===== src/rtl/mbist_pkg.sv =====
package mbist_pkg;

  typedef enum logic [1:0] {
    ST_IDLE = 2'd0,
    ST_WR   = 2'd1,
    ST_RD   = 2'd2
  } seq_state_e;

  localparam logic [1:0] MODE_WRITE  = 2'd0;
  localparam logic [1:0] MODE_VERIFY = 2'd1;

  localparam logic [1:0] SRC_FIXED = 2'd0;
  localparam logic [1:0] SRC_LFSR  = 2'd1;

  // nibble for a pair index and member select (member 1 is the complement)
  function automatic logic [3:0] pair_nibble(input logic [1:0] pair, input logic second);
    logic [3:0] base;
    case (pair)
      2'd0:    base = 4'h0;
      2'd1:    base = 4'hA;
      2'd2:    base = 4'h3;
      default: base = 4'h6;
    endcase
    return second ? ~base : base;
  endfunction

endpackage


===== src/rtl/mbist_cfg_regs.sv =====
module mbist_cfg_regs #(
  parameter int ADDR_W = 10,
  parameter int WORD_W = 64,
  parameter int REG_W  = 16,
  localparam int NDREG = WORD_W / REG_W,
  localparam int CFG_AW = $clog2(4 + NDREG)
) (
  input  logic              clk,
  input  logic              rst_n,
  input  logic              busy_i,
  input  logic              cfg_we,
  input  logic [CFG_AW-1:0] cfg_addr,
  input  logic [REG_W-1:0]  cfg_wdata,
  output logic [1:0]        mode_o,
  output logic [1:0]        src_o,
  output logic [2:0]        fix_code_o,
  output logic              shift_en_o,
  output logic [ADDR_W-1:0] lo_o,
  output logic [ADDR_W-1:0] hi_o,
  output logic [REG_W-1:0]  seed_o,
  output logic [WORD_W-1:0] bank_o,
  output logic              go_o
);

  logic       go_q, go_d;
  logic       wr_ok;
  logic [7:0] ctrl_q;
  logic       ctrl_en, lo_en, hi_en, seed_en;
  logic [ADDR_W-1:0] lo_q, hi_q;
  logic [REG_W-1:0]  seed_q;

  // writes are accepted only when idle and no start is pending
  always_comb begin
    wr_ok   = cfg_we && !busy_i && !go_q;
    ctrl_en = wr_ok && (cfg_addr == CFG_AW'(0));
    lo_en   = wr_ok && (cfg_addr == CFG_AW'(1));
    hi_en   = wr_ok && (cfg_addr == CFG_AW'(2));
    seed_en = wr_ok && (cfg_addr == CFG_AW'(3));
    go_d    = ctrl_en && cfg_wdata[REG_W-1];
  end

  always_ff @(posedge clk or negedge rst_n) begin
    if (!rst_n) begin
      go_q   <= 1'b0;
      ctrl_q <= '0;
      lo_q   <= '0;
      hi_q   <= '0;
      seed_q <= '0;
    end else begin
      go_q <= go_d;
      if (ctrl_en) ctrl_q <= cfg_wdata[7:0];
      if (lo_en)   lo_q   <= cfg_wdata[ADDR_W-1:0];
      if (hi_en)   hi_q   <= cfg_wdata[ADDR_W-1:0];
      if (seed_en) seed_q <= cfg_wdata;
    end
  end

  for (genvar i = 0; i < NDREG; i++) begin : g_bank
    logic [REG_W-1:0] dreg_q;
    logic             dreg_en;
    assign dreg_en = wr_ok && (cfg_addr == CFG_AW'(4 + i));
    always_ff @(posedge clk or negedge rst_n) begin
      if (!rst_n)       dreg_q <= '0;
      else if (dreg_en) dreg_q <= cfg_wdata;
    end
    assign bank_o[i*REG_W +: REG_W] = dreg_q;
  end

  assign mode_o     = ctrl_q[1:0];
  assign src_o      = ctrl_q[3:2];
  assign fix_code_o = ctrl_q[6:4];
  assign shift_en_o = ctrl_q[7];
  assign lo_o       = lo_q;
  assign hi_o       = hi_q;
  assign seed_o     = seed_q;
  assign go_o       = go_q;

  // a start request never coexists with an active run
  AST_GO_ONLY_IDLE: assert property (@(posedge clk) disable iff (!rst_n)
    go_q |-> !busy_i);

endmodule


===== src/rtl/mbist_pattern_gen.sv =====
module mbist_pattern_gen
  import mbist_pkg::*;
#(
  parameter int WORD_W = 64,
  parameter int REG_W  = 16,
  localparam int NDREG = WORD_W / REG_W,
  localparam int NNIB  = WORD_W / 4
) (
  input  logic              clk,
  input  logic              rst_n,
  input  logic              load_i,
  input  logic              adv_i,
  input  logic [1:0]        src_i,
  input  logic [2:0]        fix_code_i,
  input  logic              shift_en_i,
  input  logic [REG_W-1:0]  seed_i,
  input  logic [WORD_W-1:0] bank_i,
  output logic [WORD_W-1:0] pat_o
);

  logic              tog_q, tog_d;
  logic [WORD_W-1:0] lfsr_q, lfsr_d;
  logic [WORD_W-1:0] work_q, work_d;
  logic              fb;

  always_comb begin
    fb     = lfsr_q[WORD_W-1] ^ lfsr_q[WORD_W-2] ^ lfsr_q[WORD_W-4] ^ lfsr_q[WORD_W-5];
    tog_d  = tog_q;
    lfsr_d = lfsr_q;
    work_d = work_q;
    if (load_i) begin
      tog_d  = 1'b0;
      lfsr_d = {NDREG{seed_i}};
      work_d = bank_i;
    end else if (adv_i) begin
      tog_d  = ~tog_q;
      lfsr_d = {lfsr_q[WORD_W-2:0], fb};
      if (shift_en_i) work_d = {work_q[WORD_W-2:0], work_q[WORD_W-1]};
    end
  end

  always_ff @(posedge clk or negedge rst_n) begin
    if (!rst_n) begin
      tog_q  <= 1'b0;
      lfsr_q <= '0;
      work_q <= '0;
    end else if (load_i || adv_i) begin
      tog_q  <= tog_d;
      lfsr_q <= lfsr_d;
      work_q <= work_d;
    end
  end

  always_comb begin
    case (src_i)
      SRC_FIXED: pat_o = {NNIB{pair_nibble(fix_code_i[2:1], fix_code_i[0] ^ tog_q)}};
      SRC_LFSR:  pat_o = lfsr_q;
      default:   pat_o = work_q;
    endcase
  end

  AST_FIX_ALTERNATES: assert property (@(posedge clk) disable iff (!rst_n)
    (src_i == SRC_FIXED && adv_i && !load_i) |=> pat_o == ~$past(pat_o));

  AST_BANK_ROTATES: assert property (@(posedge clk) disable iff (!rst_n)
    (src_i[1] && shift_en_i && adv_i && !load_i)
      |=> pat_o == {$past(pat_o[WORD_W-2:0]), $past(pat_o[WORD_W-1])});

  AST_LFSR_STEPS: assert property (@(posedge clk) disable iff (!rst_n)
    (src_i == SRC_LFSR && adv_i && !load_i)
      |=> pat_o[WORD_W-1:1] == $past(pat_o[WORD_W-2:0]));

endmodule


===== src/rtl/mbist_sequencer.sv =====
module mbist_sequencer
  import mbist_pkg::*;
#(
  parameter int ADDR_W = 10
) (
  input  logic              clk,
  input  logic              rst_n,
  input  logic              go_i,
  input  logic [1:0]        mode_i,
  input  logic [ADDR_W-1:0] lo_i,
  input  logic [ADDR_W-1:0] hi_i,
  input  logic              mem_gnt,
  input  logic              mem_rvalid,
  output logic              mem_req,
  output logic              mem_we,
  output logic [ADDR_W-1:0] mem_addr,
  output logic              gen_load_o,
  output logic              gen_adv_o,
  output logic              chk_en_o,
  output logic              chk_clr_o,
  output logic [ADDR_W-1:0] chk_addr_o,
  output logic              busy_o,
  output logic              done_o
);

  seq_state_e        state_q, state_d;
  logic [ADDR_W-1:0] cur_q, cur_d;
  logic [ADDR_W-1:0] rsp_q, rsp_d;
  logic              iss_q, iss_d;
  logic              done_q, done_d;

  always_comb begin
    state_d    = state_q;
    cur_d      = cur_q;
    rsp_d      = rsp_q;
    iss_d      = iss_q;
    done_d     = done_q;
    mem_req    = 1'b0;
    mem_we     = 1'b0;
    gen_load_o = 1'b0;
    gen_adv_o  = 1'b0;
    chk_en_o   = 1'b0;
    chk_clr_o  = 1'b0;
    case (state_q)
      ST_IDLE: begin
        if (go_i) begin
          chk_clr_o  = 1'b1;
          gen_load_o = 1'b1;
          done_d     = 1'b0;
          cur_d      = lo_i;
          rsp_d      = lo_i;
          if (mode_i == MODE_VERIFY) begin
            state_d = ST_RD;
            iss_d   = 1'b1;
          end else begin
            state_d = ST_WR;
          end
        end
      end
      ST_WR: begin
        mem_req = 1'b1;
        mem_we  = 1'b1;
        if (mem_gnt) begin
          if (cur_q == hi_i) begin
            if (mode_i == MODE_WRITE) begin
              state_d = ST_IDLE;
              done_d  = 1'b1;
            end else begin
              state_d    = ST_RD;
              cur_d      = lo_i;
              iss_d      = 1'b1;
              gen_load_o = 1'b1;
            end
          end else begin
            cur_d     = cur_q + 1'b1;
            gen_adv_o = 1'b1;
          end
        end
      end
      ST_RD: begin
        mem_req = iss_q;
        if (iss_q && mem_gnt) begin
          if (cur_q == hi_i) iss_d = 1'b0;
          else               cur_d = cur_q + 1'b1;
        end
        if (mem_rvalid) begin
          chk_en_o  = 1'b1;
          gen_adv_o = 1'b1;
          if (rsp_q == hi_i) begin
            state_d = ST_IDLE;
            done_d  = 1'b1;
          end else begin
            rsp_d = rsp_q + 1'b1;
          end
        end
      end
      default: state_d = ST_IDLE;
    endcase
  end

  always_ff @(posedge clk or negedge rst_n) begin
    if (!rst_n) begin
      state_q <= ST_IDLE;
      cur_q   <= '0;
      rsp_q   <= '0;
      iss_q   <= 1'b0;
      done_q  <= 1'b0;
    end else begin
      state_q <= state_d;
      cur_q   <= cur_d;
      rsp_q   <= rsp_d;
      iss_q   <= iss_d;
      done_q  <= done_d;
    end
  end

  assign mem_addr   = cur_q;
  assign chk_addr_o = rsp_q;
  assign busy_o     = (state_q != ST_IDLE);
  assign done_o     = done_q;

  AST_REQ_HOLD: assert property (@(posedge clk) disable iff (!rst_n)
    (mem_req && !mem_gnt) |=> mem_req && $stable(mem_addr) && $stable(mem_we));

  AST_REQ_IN_RANGE: assert property (@(posedge clk) disable iff (!rst_n)
    (mem_req && lo_i <= hi_i) |-> (mem_addr >= lo_i && mem_addr <= hi_i));

  AST_NO_WRITE_IN_VERIFY: assert property (@(posedge clk) disable iff (!rst_n)
    (busy_o && mode_i == MODE_VERIFY) |-> !(mem_req && mem_we));

  AST_DONE_IDLE: assert property (@(posedge clk) disable iff (!rst_n)
    done_o |-> !busy_o);

endmodule


===== src/rtl/mbist_checker.sv =====
module mbist_checker #(
  parameter int ADDR_W = 10,
  parameter int WORD_W = 64
) (
  input  logic              clk,
  input  logic              rst_n,
  input  logic              clr_i,
  input  logic              chk_en_i,
  input  logic [ADDR_W-1:0] chk_addr_i,
  input  logic [WORD_W-1:0] rdata_i,
  input  logic [WORD_W-1:0] expect_i,
  output logic              fail_o,
  output logic [ADDR_W-1:0] fail_addr_o,
  output logic [WORD_W-1:0] fail_mask_o
);

  logic [WORD_W-1:0] diff;
  logic              hit, first;
  logic              fail_q, fail_d;
  logic [ADDR_W-1:0] addr_q, addr_d;
  logic [WORD_W-1:0] mask_q, mask_d;

  always_comb begin
    diff   = rdata_i ^ expect_i;
    hit    = chk_en_i && (|diff);
    first  = hit && !fail_q;
    fail_d = fail_q;
    addr_d = addr_q;
    mask_d = mask_q;
    if (clr_i) begin
      fail_d = 1'b0;
      addr_d = '0;
      mask_d = '0;
    end else if (first) begin
      fail_d = 1'b1;
      addr_d = chk_addr_i;
      mask_d = diff;
    end
  end

  always_ff @(posedge clk or negedge rst_n) begin
    if (!rst_n) begin
      fail_q <= 1'b0;
      addr_q <= '0;
      mask_q <= '0;
    end else if (clr_i || first) begin
      fail_q <= fail_d;
      addr_q <= addr_d;
      mask_q <= mask_d;
    end
  end

  assign fail_o      = fail_q;
  assign fail_addr_o = addr_q;
  assign fail_mask_o = mask_q;

  AST_MISMATCH_FAILS: assert property (@(posedge clk) disable iff (!rst_n)
    (chk_en_i && rdata_i != expect_i && !clr_i) |=> fail_o);

  AST_FAIL_STICKY: assert property (@(posedge clk) disable iff (!rst_n)
    (fail_o && !clr_i) |=> fail_o);

  AST_FIRST_HELD: assert property (@(posedge clk) disable iff (!rst_n)
    (fail_o && !clr_i) |=> $stable(fail_addr_o) && $stable(fail_mask_o));

endmodule


===== src/rtl/mbist_engine.sv =====
module mbist_engine #(
  parameter int ADDR_W = 10,
  parameter int DATA_W = 48,
  parameter int ECC_W  = 16,
  parameter int REG_W  = 16,
  localparam int WORD_W = DATA_W + ECC_W,
  localparam int NDREG  = WORD_W / REG_W,
  localparam int CFG_AW = $clog2(4 + NDREG)
) (
  input  logic              clk,
  input  logic              rst_n,
  input  logic              cfg_we,
  input  logic [CFG_AW-1:0] cfg_addr,
  input  logic [REG_W-1:0]  cfg_wdata,
  output logic              mem_req,
  output logic              mem_we,
  output logic [ADDR_W-1:0] mem_addr,
  output logic [WORD_W-1:0] mem_wdata,
  input  logic              mem_gnt,
  input  logic              mem_rvalid,
  input  logic [WORD_W-1:0] mem_rdata,
  output logic              busy,
  output logic              done,
  output logic              fail,
  output logic [ADDR_W-1:0] fail_addr,
  output logic [WORD_W-1:0] fail_mask
);

  logic rst_meta_q, rst_sync_q;

  always_ff @(posedge clk or negedge rst_n) begin
    if (!rst_n) begin
      rst_meta_q <= 1'b0;
      rst_sync_q <= 1'b0;
    end else begin
      rst_meta_q <= 1'b1;
      rst_sync_q <= rst_meta_q;
    end
  end

  logic [1:0]        mode, src;
  logic [2:0]        fix_code;
  logic              shift_en, go;
  logic [ADDR_W-1:0] lo, hi, chk_addr;
  logic [REG_W-1:0]  seed;
  logic [WORD_W-1:0] bank, pat;
  logic              gen_load, gen_adv, chk_en, chk_clr;

  mbist_cfg_regs #(.ADDR_W(ADDR_W), .WORD_W(WORD_W), .REG_W(REG_W)) u_regs (
    .clk(clk), .rst_n(rst_sync_q), .busy_i(busy),
    .cfg_we(cfg_we), .cfg_addr(cfg_addr), .cfg_wdata(cfg_wdata),
    .mode_o(mode), .src_o(src), .fix_code_o(fix_code), .shift_en_o(shift_en),
    .lo_o(lo), .hi_o(hi), .seed_o(seed), .bank_o(bank), .go_o(go)
  );

  mbist_pattern_gen #(.WORD_W(WORD_W), .REG_W(REG_W)) u_gen (
    .clk(clk), .rst_n(rst_sync_q), .load_i(gen_load), .adv_i(gen_adv),
    .src_i(src), .fix_code_i(fix_code), .shift_en_i(shift_en),
    .seed_i(seed), .bank_i(bank), .pat_o(pat)
  );

  mbist_sequencer #(.ADDR_W(ADDR_W)) u_seq (
    .clk(clk), .rst_n(rst_sync_q), .go_i(go), .mode_i(mode),
    .lo_i(lo), .hi_i(hi), .mem_gnt(mem_gnt), .mem_rvalid(mem_rvalid),
    .mem_req(mem_req), .mem_we(mem_we), .mem_addr(mem_addr),
    .gen_load_o(gen_load), .gen_adv_o(gen_adv), .chk_en_o(chk_en),
    .chk_clr_o(chk_clr), .chk_addr_o(chk_addr), .busy_o(busy), .done_o(done)
  );

  mbist_checker #(.ADDR_W(ADDR_W), .WORD_W(WORD_W)) u_chk (
    .clk(clk), .rst_n(rst_sync_q), .clr_i(chk_clr), .chk_en_i(chk_en),
    .chk_addr_i(chk_addr), .rdata_i(mem_rdata), .expect_i(pat),
    .fail_o(fail), .fail_addr_o(fail_addr), .fail_mask_o(fail_mask)
  );

  assign mem_wdata = pat;

  AST_RESET_QUIET: assert property (@(posedge clk)
    !rst_sync_q |-> !mem_req && !busy && !done && !fail);

endmodule


===== config.mk =====
export PLATFORM = sky130hd
export DESIGN_NAME = mbist_engine
export DESIGN_NICKNAME = d
export VERILOG_FILES = /design/src/rtl/mbist_pkg.sv /design/src/rtl/mbist_cfg_regs.sv /design/src/rtl/mbist_pattern_gen.sv /design/src/rtl/mbist_sequencer.sv /design/src/rtl/mbist_checker.sv /design/src/rtl/mbist_engine.sv
export SDC_FILE = /design/constraint.sdc
export NUM_CORES = 1
export LEC_CHECK = 0
export ABC_AREA = 0
export ABC_CLOCK_PERIOD_IN_PS = 11600
export BUFFER_PORTS_ARGS = -buffer_cell sky130_fd_sc_hd__buf_4
export CAP_MARGIN = 20
export CORE_ASPECT_RATIO = 0.7
export CORE_UTILIZATION = 59
export DETAILED_ROUTE_END_ITERATION = 7
export GPL_TIMING_DRIVEN = 0
export HOLD_SLACK_MARGIN = 0.06
export PLACE_DENSITY_LB_ADDON = 0.05
export SYNTH_ARGS = -nofsm -noshare
export SYNTH_HDL_FRONTEND = slang
export SYNTH_SLANG_ARGS = --single-unit

===== constraint.sdc =====
create_clock -name clk -period 11.6 [get_ports clk]
set_clock_uncertainty 0.1 [all_clocks]
set_input_delay 2.32 -clock clk [delete_from_list [all_inputs] [get_ports clk]]
set_output_delay 2.32 -clock clk [all_outputs]
set_load 0.05 [all_outputs]

==> flow_summary_export.csv, run 1 <==
group,metric,value,unit
status,status,"completed",
global_routing,grt_pass1_vias,15600,
synth,ys_types,75,
setup_path,crit_family,"buffers and inverters",
clock_network,cts_buffers,34,
cells_and_area,drive_gt1_share,21.0,%
timing,worst_pin_slew,1.31,ns
synth,synth-edff-count,0,
clock_network,insertion_delay,0.55,ns
timing,rsz0062_at_grt,"false",
setup_path,cp_num_buf_inv,5,
detailed_routing,wl_met3,8630,microns
clock_network,cts_num_sinks,339,
clock_network,cts_buffer_depth,3,
setup_path,cp_common_cell,"buf_2",
clock_network,cts_max_level,2,
die,start_util,60.6,%
timing,hold_slack,0.274,ns
cells_and_area,syn2layout_area_growth,19.4,%
clock_network,clk_pin_slew_worst_paths,0.06,ns
setup_path,critPathMaxStageDelay,1.06,ns
cells_and_area,finalNetCount,2286,
setup_path,critPathMaxFanout,10,
detailed_routing,drc,0,
timing,finalHoldViolations,0,
setup_path,critPathKind,"register to output pin",
synth,ys_ff_latch,339,
detailed_routing,vias_per_cell,6.46,
detailed_routing,drt-pass1-iter-count,6,
setup_path,cp_slowest_cell,"a221oi_1",
timing,tns,0,ns
place,preCtsSetupSlack,5.64,ns
synth,yosysSeqAreaShare,46.1,%
global_routing,grt_max_degree,72,
place,place.gp.congestion,1.02,
die,core,30400,sq um
detailed_routing,routed.top_layer,"met5",
setup_path,crit_chain,"buf_2 > buf_2 > buf_2 > buf_2 > nor2_1 > a221oi_1 > buf_4",
synth,syn-num-nets,2002,
timing,slew_violations,0,
detailed_routing,vias,17000,
detailed_routing,routed_wl,68100,microns
synth,synthCells,1908,
synth,ys.flop_type,"dfrtp_1",
cells_and_area,final_cell_mix,"nand2_1 (360), dfrtp_1 (338), buf_4 (246), mux2i_1 (129), o21ai_0 (123)",
timing,fin_crit,5.96,ns
detailed_routing,met2WireLength,28100,microns
detailed_routing,ant_nets,0,
global_routing,grt_pass1_wl,100000,microns
detailed_routing,wl_per_cell,25.9,microns
place,portBuffers,240,
timing,fin_crit_sh,51.4,%
clock_network,ctsResizeCount,0,
power,p_leak,10.2,nW
setup_path,worstPathRequired,9.18,ns
cells_and_area,mostFrequentLayoutCell,"nand2_1",
timing,relSlewSlack,12.8,%
clock_network,cts_setup_buffers,0,
clock_network,cts_tree,"built",
clock_network,clock-root-buffer,"clkbuf_16",
synth,async_flop_share,100,%
place,dp_hpwl,53400,microns
die,die_y,150,microns
synth,ys.warnings.count,0,
timing,fin_ws,5.64,ns
timing,finalSetupViolCount,0,
cells_and_area,n_antenna_cell,0,
die,die_x,213,microns
global_routing,grt_antenna_before_repair,1,
timing,fmax,0.168,GHz
die,fp.dieArea,31900,sq um
power,vdd_drop_max,0.312,mV
detailed_routing,wl_met1,28800,microns
setup_path,rrSetupSlack,6.37,ns
hold_path,hold_path.class,"register to register",
detailed_routing,drt_iter0_markers,2080,
clock_network,ctsHoldBuffers,0,
global_routing,grt_overflow,0,
synth,syn_area,18400,sq um
synth,synth.avg_cell_area,9.64,sq um
setup_path,crit_arrival,3.54,ns
die,ios,241,
die,row_count,53,
power,powerDensity,358,nW/um^2
setup_path,critPathLaunchType,"register",
setup_path,endpoint_kind,"output pin",
global_routing,grt_usage,43.0,%
run,max_cap_viol_count,0,
==> report_power, final <==
group / total, mW / switching (mW) / internal, mW / leakage [nW]
Sequential: 2.08 / 0.452 / 1.63 / 4.27
Clock: 1.13 / 0.496 / 0.639 / 0.543
Combinational: 4.65 / 3.20 / 1.45 / 5.34
Total: 7.87 / 4.15 / 3.72 / 10.2
==> logic make-up after synthesis <==
| group | Yosys count | share of synthesized area, % |
|---|---|---|
| flops | 339 | 46.1 |
| buf+inv | 159 | 3.74 |
| mux | 241 | 13.9 |
| other cells | 1 | 0.0204 |
| xor+xnor | 89 | 4.28 |
| simple gates | 709 | 18.8 |
| fa+ha+maj | 6 | 0.408 |
| compound gates | 364 | 12.8 |
==> area by class of cell <==
class,instances,area [sq um]
Sequential cell,339,8490
Tap cell,412,515
Inverter,38,143
Buffer,121,546
Fill cell,2327,8400
Timing Repair Buffer,248,1940
Clock inverter,8,134
Clock buffer,50,981
Multi-Input combinational cell,1410,9230
==> metrics by stage <==
| stage | instances | total power, mW | area [sq um] | utilization [%] |
|---|---|---|---|---|
| floorplan | 1908 | 5.03 | 18400 | - |
| detailed placement | 2565 | 6.61 | 20800 | 68.6 |
| finish | 2626 | 7.87 | 22000 | 72.4 |
| global placement | 2560 | 6.51 | 20700 | 68.2 |
| global route | 2626 | 8.17 | 22000 | 72.4 |
| CTS | 2623 | 7.74 | 22000 | 72.3 |
==> worst register-to-register path, stage by stage, from the launching register on <==
cell,delay (ns)
dfrtp_1,0.43
buf_2,0.26
clkbuf_1,0.37
nor3b_1,0.80
nor2_1,0.14
nor4b_1,0.36
a211oi_1,0.14
a2111oi_0,0.81
nand4_1,0.49
o31ai_2,0.67
buf_4,0.35
mux2i_1,0.24
==> cells in the mapped netlist, types with 19 or more instances <==
master,n,area [sq um]
a21oi_1,31,155
o22ai_1,21,131
nor3b_1,33,248
xor2_1,63,552
xnor2_1,25,219
o21ai_0,123,616
nand2_1,360,1350
nor2b_1,41,257
and3_1,30,188
inv_1,38,143
mux2i_1,129,1290
buf_2,19,95.1
nand3_1,21,105
dfrtp_1,339,8480
a31oi_1,78,488
nor2_1,95,357
mux2_2,111,1250
clkbuf_1,88,330
==> layer usage <==
| metal | track usage, % | vias up |
|---|---|---|
| met5 | 0 | - |
| met3 | 12.3 | 158 |
| li1 | - | 7338 |
| met1 | 63.5 | 8370 |
| met4 | 13.8 | 2 |
| met2 | 60.7 | 1101 |
==> flip-flops by register name, summed over array words and instances (netlist names) <==
| signal | flops |
|---|---|
| u_chk.fail_mask_o | 64 |
| u_gen.lfsr_q | 64 |
| u_gen.work_q | 64 |
| u_regs.g_bank.dreg_q | 64 |
| u_regs.seed_o | 16 |
| u_chk.fail_addr_o | 10 |
| u_regs.hi_o | 10 |
| u_regs.lo_o | 10 |
| u_seq.chk_addr_o | 10 |
| u_seq.mem_addr | 10 |
| u_regs.ctrl_q | 8 |
| u_seq.state_q | 2 |
| rst_meta_q | 1 |
| rst_sync_q | 1 |
| u_chk.fail_o | 1 |
| u_gen.tog_q | 1 |
| u_regs.go_o | 1 |
| u_seq.done_o | 1 |
| u_seq.iss_q | 1 |
==> worst paths after layout <==
kind / from / end / cells after the start
setup / recovery: u_regs.ctrl_q[3] / mem_wdata[62] / 7
hold / removal: rst_meta_q / rst_sync_q / 0
setup reg to reg: u_regs.ctrl_q[2] / u_chk.fail_mask_o[25] / 11
hold reg to reg: rst_meta_q / rst_sync_q / 0
max in group asynchronous: rst_sync_q / u_chk.fail_mask_o[10] / 3
min in group asynchronous: rst_sync_q / u_regs.g_bank[1].dreg_q[7] / 0
Power figures use the tool's default switching activity.
==> run 2: changes to the inputs <==
Settings changed: ABC_CLOCK_PERIOD_IN_PS 11600 to 5200, CORE_UTILIZATION 59 to 53.
Clock period 11.6 ns to 5.2 ns, I/O delays scaled along.
==> flow_summary_export.csv, run 2 (same netlist as run 1, synthesis figures left out) <==
group,metric,value,unit
clock_network,cts_setup_buffers,0,
die,ios,241,
power,powerDensity,792,nW/um^2
timing,fin_crit,4.96,ns
setup_path,endpoint_kind,"register",
detailed_routing,vias,16700,
place,dp_hpwl,54500,microns
timing,tns,0,ns
cells_and_area,multi_input_area,9230,sq um
timing,relSlewSlack,19.1,%
detailed_routing,drt_iter0_markers,2107,
clock_network,cts_max_level,2,
cells_and_area,register_area,8490,sq um
timing,finalSetupViolCount,0,
cells_and_area,drive_gt1_share,21.0,%
power,vdd_drop_max,0.381,mV
clock_network,insertion_delay,0.56,ns
cells_and_area,n_antenna_cell,0,
detailed_routing,vias_per_cell,6.25,
place,place.gp.congestion,1.01,
setup_path,critPathKind,"register to register",
detailed_routing,routed_wl,68900,microns
cells_and_area,fin_cells,2674,
die,die_y,158,microns
setup_path,reg2reg_to,"u_chk.fail_mask_o[26]",
timing,rsz0062_at_grt,"false",
setup_path,rr_worst_depth,11,
timing,worst_pin_slew,1.21,ns
power,power.total,17.5,mW
clock_network,cts_tree,"built",
setup_path,rrSetupSlack,0.24,ns
detailed_routing,wl_per_cell,25.7,microns
setup_path,worstPathRequired,5.55,ns
place,dp_cells,2619,
run,max_cap_viol_count,0,
global_routing,grt_use_met3,8.31,%
die,start_util,54.4,%
setup_path,critPathLaunchType,"register",
global_routing,grt_max_degree,72,
global_routing,grt_antenna_before_repair,1,
clock_network,cts_buffers,36,
setup_path,crit_arrival,5.31,ns
clock_network,clock-root-buffer,"clkbuf_16",
setup_path,r2r-start,"u_regs.ctrl_q[2]",
status,status,"completed",
cells_and_area,final_cell_mix,"nand2_1 (360), dfrtp_1 (338), buf_4 (247), mux2i_1 (129), o21ai_0 (123)",
global_routing,grt_usage,38.7,%
clock_network,ctsResizeCount,0,
die,core,33800,sq um
global_routing,top_usage_layer,"met1",
die,row_count,56,
timing,fmax,0.202,GHz
clock_network,cts_num_sinks,339,
cells_and_area,syn2layout_area_growth,19.8,%
global_routing,grt_pass1_wl,100000,microns
cells_and_area,finalNetCount,2288,
die,die_x,225,microns
detailed_routing,ant_nets,0,
timing,fin_crit_sh,95.4,%
clock_network,cts_buffer_depth,3,
die,fp.dieArea,35500,sq um
place,portBuffers,240,
setup_path,crit_start,"u_regs.ctrl_q[2]",
timing,fin_ws,0.240,ns
place,preCtsSetupSlack,0.477,ns
timing,slew_violations,0,
detailed_routing,drt-pass1-iter-count,5,
timing,finalHoldViolations,0,
clock_network,clk_pin_slew_worst_paths,0.07,ns
cells_and_area,final_util,65.1,%
cells_and_area,mostFrequentLayoutCell,"nand2_1",
global_routing,grtUsageMet2,54.6,%
global_routing,grt_pass1_vias,15300,
cells_and_area,num-fill-cells,2866,
clock_network,ctsHoldBuffers,0,
setup_path,critPathMaxFanout,10,
global_routing,grt_overflow,0,
detailed_routing,drc,0,
setup_path,crit_end,"u_chk.fail_mask_o[26]",
power,p_leak,10.2,nW
hold_path,hold_path.class,"register to asynchronous set/reset pin",
global_routing,grt_use_met1,59.1,%
==> run 2: cell types whose count changed in the layout (fill, tap and decap cells not counted), sizes merged <==
| cell | change |
|---|---|
| clkbuf | -4 |
| buf | +1 |
| bufinv | -1 |
| clkinv | -1 |
| clkinvlp | +1 |
==> run 2: cell type report <==
| class | instances | area share [%] |
|---|---|---|
| buffer | 121 | 2.48 |
| clock buffer | 47 | 4.55 |
| clock inverter | 7 | 0.431 |
| inverter | 38 | 0.647 |
| multi-input combinational | 1410 | 41.9 |
| sequential | 339 | 38.5 |
| tap | 464 | 2.63 |
| timing repair buffer | 248 | 8.88 |
==> run 2: worst min-delay path by stage <==
| stage | start | end | slack, ns |
|---|---|---|---|
| 2_1_floorplan | rst_meta_q | rst_sync_q | 0.23 |
| 3_3_place_gp | rst_meta_q | rst_sync_q | 0.24 |
| 3_5_place_dp | rst_sync_q | u_regs.g_bank[0].dreg_q[14] | 0.10 |
| 4_1_cts | rst_sync_q | u_regs.g_bank[0].dreg_q[7] | 0.11 |
| 5_1_grt | rst_sync_q | u_regs.g_bank[0].dreg_q[14] | 0.12 |
| 6_report | rst_sync_q | u_regs.g_bank[0].dreg_q[14] | 0.1 |
==> run 2: routing by layer <==
metal	wire length (microns)	up-vias
met5	0	-
met4	2050	0
met3	7300	118
li1	-	7342
met1	31200	8380
met2	28300	876
==> run 2: report_power, final <==
group          leakage (nW)  internal (mW)  switching (mW)
sequential             4.27           3.64            1.05
combinational          5.35           3.24            7.03
clock                 0.532           1.40            1.09
total                  10.2           8.29            9.18
==> run 2: per-stage QoR <==
| stage | area [sq um] | hold WS [ns] |
|---|---|---|
| 3_5_place_dp | 20900 | 0.101 |
| 5_1_grt | 22000 | 0.118 |
| 2_1_floorplan | 18400 | 0.231 |
| 4_1_cts | 22000 | 0.108 |
| 6_report | 22000 | 0.0975 |
| 3_3_place_gp | 20800 | 0.239 |
==> run 2: critical path, cell delays in order (launching register included) <==
cell and delay [ns]:
dfrtp_1 0.43, buf_2 0.26, clkbuf_1 0.31, nor3b_1 0.71, o22ai_1 0.17, a311oi_1 0.32, a211oi_1 0.14, a2111oi_0 0.71
nand4_1 0.46, o31ai_2 0.66, buf_4 0.36, mux2i_1 0.22
